`config.mk`:
```
export PLATFORM = sky130hd
export DESIGN_NAME = cond_trap_unit
export DESIGN_NICKNAME = d
export VERILOG_FILES = /design/src/rtl/trap_pkg.sv /design/src/rtl/trap_operand_prep.sv /design/src/rtl/trap_relation_eval.sv /design/src/rtl/trap_decide.sv /design/src/rtl/cond_trap_unit.sv
export SDC_FILE = /design/constraint.sdc
export NUM_CORES = 1
export LEC_CHECK = 0
export ABC_AREA = 1
export BUFFER_PORTS_ARGS = -buffer_cell sky130_fd_sc_hd__buf_2
export CAP_MARGIN = 20
export CORE_ASPECT_RATIO = 0.8
export CORE_MARGIN = 2
export CORE_UTILIZATION = 47
export CTS_BUF_LIST = sky130_fd_sc_hd__clkbuf_8
export CTS_CLUSTER_DIAMETER = 150
export DETAILED_ROUTE_END_ITERATION = 8
export PLACE_DENSITY = 0.78
export SYNTH_ARGS = -nofsm -noshare
export SYNTH_HDL_FRONTEND = slang
export SYNTH_SLANG_ARGS = --single-unit
export TNS_END_PERCENT = 5
```
`constraint.sdc`:
```
create_clock -name clk -period 3.15 [get_ports clk]
set_clock_uncertainty 0.15 [all_clocks]
set_input_delay 0 -clock clk [delete_from_list [all_inputs] [get_ports clk]]
set_output_delay 0 -clock clk [all_outputs]
set_load 0.01 [all_outputs]
```
`src/rtl/trap_pkg.sv`:
```
// Package: shared parameters and relation bit positions for the conditional
// trap comparator. The relation positions are fixed because the condition mask
// coming from instruction decode uses the same bit order.
package trap_pkg;

    localparam int unsigned DATA_W   = 64;
    localparam int unsigned WORD_W   = 32;
    localparam int unsigned REL_N    = 5;
    localparam int unsigned CODE_W   = 4;

    // Bit index of each relation inside the condition mask and hit vector.
    localparam int unsigned REL_UGT  = 0;
    localparam int unsigned REL_ULT  = 1;
    localparam int unsigned REL_EQ   = 2;
    localparam int unsigned REL_SGT  = 3;
    localparam int unsigned REL_SLT  = 4;

    // Program-exception subtype reported for a taken trap.
    localparam logic [CODE_W-1:0] TRAP_SUBTYPE = 4'h4;

    typedef logic [REL_N-1:0] rel_vec_t;

endpackage

```
`src/rtl/trap_operand_prep.sv`:
```
// Module: trap_operand_prep
// Widens both operands by one bit into a common compare space. Signed copies
// are sign-extended and unsigned copies are zero-extended, either from the
// word boundary or from the full data width, depending on the mode.
// Assumes: WORD_W < DATA_W. Purely combinational.
module trap_operand_prep #(
    parameter int unsigned DATA_W = 64,
    parameter int unsigned WORD_W = 32
) (
    input  logic [DATA_W-1:0] a_in,
    input  logic [DATA_W-1:0] b_in,
    input  logic              wide,
    output logic [DATA_W:0]   a_sx,
    output logic [DATA_W:0]   b_sx,
    output logic [DATA_W:0]   a_zx,
    output logic [DATA_W:0]   b_zx
);
    localparam int unsigned EXT_W = DATA_W + 1 - WORD_W;

    // Select the extension for each operand copy according to the width mode.
    always_comb begin
        if (wide) begin
            a_sx = {a_in[DATA_W-1], a_in};
            b_sx = {b_in[DATA_W-1], b_in};
            a_zx = {1'b0, a_in};
            b_zx = {1'b0, b_in};
        end else begin
            a_sx = {{EXT_W{a_in[WORD_W-1]}}, a_in[WORD_W-1:0]};
            b_sx = {{EXT_W{b_in[WORD_W-1]}}, b_in[WORD_W-1:0]};
            a_zx = {{EXT_W{1'b0}}, a_in[WORD_W-1:0]};
            b_zx = {{EXT_W{1'b0}}, b_in[WORD_W-1:0]};
        end
    end

endmodule

```
`src/rtl/trap_relation_eval.sv`:
```
// Module: trap_relation_eval
// Evaluates the five operand relations on the prepared operands and places
// each one at its fixed bit position in the hit vector.
// Assumes: the operands are already extended into a common (DATA_W+1)-bit
// space. The clock and reset are used only by the checks.
module trap_relation_eval
    import trap_pkg::*;
#(
    parameter int unsigned DATA_W = 64
) (
    input  logic            clk,
    input  logic            rst_n,
    input  logic            chk_en,
    input  logic [DATA_W:0] a_sx,
    input  logic [DATA_W:0] b_sx,
    input  logic [DATA_W:0] a_zx,
    input  logic [DATA_W:0] b_zx,
    output rel_vec_t        rel_hit
);
    logic s_lt, s_gt, u_lt, u_gt, same;

    // Signed ordering of the sign-extended copies.
    always_comb begin
        s_lt = $signed(a_sx) < $signed(b_sx);
        s_gt = $signed(a_sx) > $signed(b_sx);
    end

    // Unsigned ordering and equality of the zero-extended copies.
    always_comb begin
        u_lt = a_zx < b_zx;
        u_gt = a_zx > b_zx;
        same = a_zx == b_zx;
    end

    // Place each relation at its mask bit position.
    always_comb begin
        rel_hit          = '0;
        rel_hit[REL_SLT] = s_lt;
        rel_hit[REL_SGT] = s_gt;
        rel_hit[REL_EQ]  = same;
        rel_hit[REL_ULT] = u_lt;
        rel_hit[REL_UGT] = u_gt;
    end

    // exactly one signed outcome holds for any operand pair
    signed_trichotomy_chk: assert property (@(posedge clk) disable iff (!rst_n)
        chk_en |-> $countones({rel_hit[REL_SLT], rel_hit[REL_SGT], rel_hit[REL_EQ]}) == 1);

    // exactly one unsigned outcome holds for any operand pair
    unsigned_trichotomy_chk: assert property (@(posedge clk) disable iff (!rst_n)
        chk_en |-> $countones({rel_hit[REL_ULT], rel_hit[REL_UGT], rel_hit[REL_EQ]}) == 1);

endmodule

```
`src/rtl/trap_decide.sv`:
```
// Module: trap_decide
// Gates the relation hits with the condition mask and the valid strobe, then
// registers the trap request and the subtype code.
// Assumes: rel_hit is valid in the same cycle as in_valid. Uses a
// synchronous active-low reset.
module trap_decide
    import trap_pkg::*;
#(
    parameter int unsigned        CODE_W  = 4,
    parameter logic [CODE_W-1:0]  SUBTYPE = 4'h4
) (
    input  logic              clk,
    input  logic              rst_n,
    input  logic              in_valid,
    input  rel_vec_t          mask,
    input  rel_vec_t          rel_hit,
    output logic              trap_req,
    output logic [CODE_W-1:0] trap_code
);
    rel_vec_t sel_hit;
    logic     fire;

    // Keep only the relations the mask asks for, under the valid strobe.
    always_comb begin
        sel_hit = mask & rel_hit;
        fire    = in_valid && (|sel_hit);
    end

    // Register the request and its subtype code.
    always_ff @(posedge clk) begin
        if (!rst_n) begin
            trap_req  <= 1'b0;
            trap_code <= '0;
        end else begin
            trap_req  <= fire;
            trap_code <= fire ? SUBTYPE : '0;
        end
    end


    reset_clear_chk: assert property (@(posedge clk)
        !rst_n |=> (!trap_req && trap_code == '0));


    req_needs_valid_chk: assert property (@(posedge clk) disable iff (!rst_n)
        trap_req |-> $past(in_valid));


    code_with_req_chk: assert property (@(posedge clk) disable iff (!rst_n)
        trap_req |-> trap_code == SUBTYPE);


    code_idle_chk: assert property (@(posedge clk) disable iff (!rst_n)
        !trap_req |-> trap_code == '0);


    zero_mask_chk: assert property (@(posedge clk) disable iff (!rst_n)
        (in_valid && mask == '0) |=> !trap_req);


    full_mask_chk: assert property (@(posedge clk) disable iff (!rst_n)
        (in_valid && (&mask)) |=> trap_req);

endmodule

```
`src/rtl/cond_trap_unit.sv`:
```
// Module: cond_trap_unit (top)
// Conditional trap comparator. It prepares the operands for the selected
// width, evaluates the five relations and raises a registered trap request
// with the trap subtype code when any relation chosen by the mask holds.
// Assumes: all inputs are sampled at the rising edge while in_valid is high.
module cond_trap_unit
    import trap_pkg::*;
(
    input  logic              clk,
    input  logic              rst_n,
    input  logic              in_valid,
    input  logic [DATA_W-1:0] op_a,
    input  logic [DATA_W-1:0] op_b,
    input  logic [REL_N-1:0]  cond_mask,
    input  logic              wide_mode,
    output logic              trap_req,
    output logic [CODE_W-1:0] trap_code
);
    logic [DATA_W:0] a_sx, b_sx, a_zx, b_zx;
    rel_vec_t        rel_hit;

    trap_operand_prep #(
        .DATA_W (DATA_W),
        .WORD_W (WORD_W)
    ) u_prep (
        .a_in (op_a),
        .b_in (op_b),
        .wide (wide_mode),
        .a_sx (a_sx),
        .b_sx (b_sx),
        .a_zx (a_zx),
        .b_zx (b_zx)
    );

    trap_relation_eval #(
        .DATA_W (DATA_W)
    ) u_rel (
        .clk     (clk),
        .rst_n   (rst_n),
        .chk_en  (in_valid),
        .a_sx    (a_sx),
        .b_sx    (b_sx),
        .a_zx    (a_zx),
        .b_zx    (b_zx),
        .rel_hit (rel_hit)
    );

    trap_decide #(
        .CODE_W  (CODE_W),
        .SUBTYPE (TRAP_SUBTYPE)
    ) u_decide (
        .clk       (clk),
        .rst_n     (rst_n),
        .in_valid  (in_valid),
        .mask      (cond_mask),
        .rel_hit   (rel_hit),
        .trap_req  (trap_req),
        .trap_code (trap_code)
    );

endmodule

```
==> results.json <==
{
  "rsz0062_at_grt": "false",
  "ctsHoldBuffers": 0,
  "grt_pass1_wl_um": 16060,
  "final.min_clock_period_ns": 2.495,
  "grt_max_degree": 77,
  "wl_um": 9687,
  "yosysSeqAreaShare": 0.005622,
  "fin_crit_sh": 0.7921,
  "clk_pin_slew_ns": 0,
  "async_flop_share": 0,
  "finalHoldViolations": 0,
  "antennaDiodeCount": 0,
  "yosys_warnings": 0,
  "pre_cts_ws_ns": 0.6585,
  "fp-row-count": 28,
  "combPwrFrac": 0.977,
  "pwr-share-clk": 0,
  "overflow": 0,
  "synth_top_area_frac": 0.3373,
  "worst-setup-path-type": "input port to flop",
  "start_kind": "input port",
  "largest_registers": "u_decide.trap_code: 1 flops",
  "remaining_drc_errors": 0,
  "coreArea_um2": 7357,
  "track_usage": 0.2271,
  "fmax_mhz": 400.8,
  "synth_area_um2": 3561,
  "syn_inst": 641,
  "layout-drive-gt1-share": 0.1990,
  "antenna_found_initial": 0,
  "worstSetupEndpointType": "flop",
  "fp.dieArea_um2": 8293,
  "max-cap-violations": 0,
  "max_flop_register": "u_decide.trap_code",
  "area_delta_synth_final_pct": 21.40,
  "via_per_inst": 5.063,
  "synth_ff_type": "dfxtp_1",
  "synthTopCellsByArea": "ha_1, nand2_1, a21oi_1",
  "hold-worst-slack_ns": 0.1315,
  "vdd_ir_drop_max_v": 0.00008005,
  "seqPwrFrac": 0.023,
  "dr.first_iter.drc_count": 187,
  "largest_reg_flops": 1,
  "grt_pass1_vias": 3879,
  "synth.most_common_cell": "nand2_1",
  "netlist_top_cells_count": "nand2_1, inv_1, ha_1",
  "yosysUniqueCellTypes": 26,
  "fin_ws_ns": 0.6549,
  "cts_resized": 0,
  "status": "finished, final reports clean",
  "crit_fanout": 31,
  "p_sw_uw": 357.5,
  "intPower_uw": 287.1,
  "drtPass1Iterations": 4,
  "dp.final_hpwl_um": 8562,
  "p_leak_uw": 0.002821,
  "nNetsFinal": 999,
  "finalSetupViolCount": 0,
  "slew_violations": 0,
  "pin_count": 142,
  "power_density_nw_per_um2": 149.1,
  "switching_share": 0.5546,
  "syn_area_per_cell_um2": 5.555,
  "cp_data_required_time_ns": 2.89,
  "die_h_um": 81.86,
  "wire_per_inst_um": 11.34,
  "postSynthRegisterBits": 1,
  "initial_utilization": 0.4840,
  "routabilityCongestion": 0.8921,
  "setup_tns_ns": 0,
  "hold_class": "input port to flop",
  "arrival_ns": 2.23,
  "vias": 4324,
  "ant_nets": 0,
  "portBuffers": 138,
  "cts_setup_buffers": 0,
  "synth_top_cell_by_area": "ha_1",
  "synth_edf_count": 0,
  "die_w_um": 101.3
}
routing by layer:
layer | up-vias | GRT usage | share of wire
met5 | - | 0 | 0
met4 | 0 | 0.01892 | 0.0086
met3 | 8 | 0.01021 | 0.057
met1 | 1872 | 0.3147 | 0.48
met2 | 114 | 0.4053 | 0.45
li1 | 2330 | - | -
kinds of logic after synthesis:
kind of cell,count (synthesis),synth area share
AO/OA/AOI/OAI,117,0.1736
buffers and inverters,118,0.1286
other,1,0.001053
adder cells (fa/ha/maj),96,0.3373
flip-flops,1,0.005622
AND/OR/NAND/NOR,308,0.3538
metrics by stage:
stage / total power [uW] / instances / utilization / cell area [um2]
floorplan: 445.0 / 643 / - / 3568
global placement: 618.8 / 854 / 0.5876 / 4323
detailed placement: 639.5 / 854 / 0.5876 / 4323
CTS: 644.6 / 854 / 0.5876 / 4323
global route: 742.4 / 854 / 0.5876 / 4323
finish: 644.6 / 854 / 0.5876 / 4323
worst max-delay path, cell delays in order:
cell     delay, ns
buf_2         0.14
nor2_2        0.13
buf_4         0.32
a21oi_1       0.08
ha_1          0.34
nand3_1       0.12
nor3_2        0.19
nand2_1       0.12
nor2_1        0.18
nand2_1       0.09
nand3_2       0.07
nor2_2        0.05
nand2_2       0.07
nand2_1       0.05
nand3_1       0.06
nand3_1       0.09
nand2_1       0.06
inv_1         0.03
cell usage in the layout (no fill, tap or decap):
cell,n
o21ai_0,14
nand4_1,9
nand3b_1,2
nor4_1,1
nand2_1,226
buf_12,1
a21boi_0,1
dfxtp_1,1
o21bai_1,3
nand3_1,17
a21oi_1,90
inv_1,97
nor3_2,2
nor2_2,5
nor3_1,7
buf_2,138
nor2_1,33
buf_4,3
and3_1,1
o21a_1,6
nand2_2,2
a21o_1,3
and2_1,2
ha_1,96
conb_1,3
nand3_2,1
path summary, 6_finish.rpt:
path                  startpoint                          endpoint  slack (ns)  cells after the start
worst max-delay path   wide_mode  u_decide.trap_code[2]$_SDFF_PN0_        0.65                     18
worst min-delay path    in_valid  u_decide.trap_code[2]$_SDFF_PN0_        0.13                      5
power by group through the flow:
stage	logic, uW	registers (uW)	clock network [uW]
6_report	630	14.8	0
5_1_grt	727	14.9	0
4_1_cts	630	14.8	0
3_5_place_dp	625	14.7	0
3_3_place_gp	604	14.9	0
2_1_floorplan	430	15.3	0
area by class of cell:
class	count	area, um2
well taps	90	112.6
fillers	750	3034
flip-flops and latches	1	20.02
multi-input cells	524	3093
inverters	97	364.1
repair buffers	142	733.2
No activity file was read; power rests on OpenSTA's default activity.
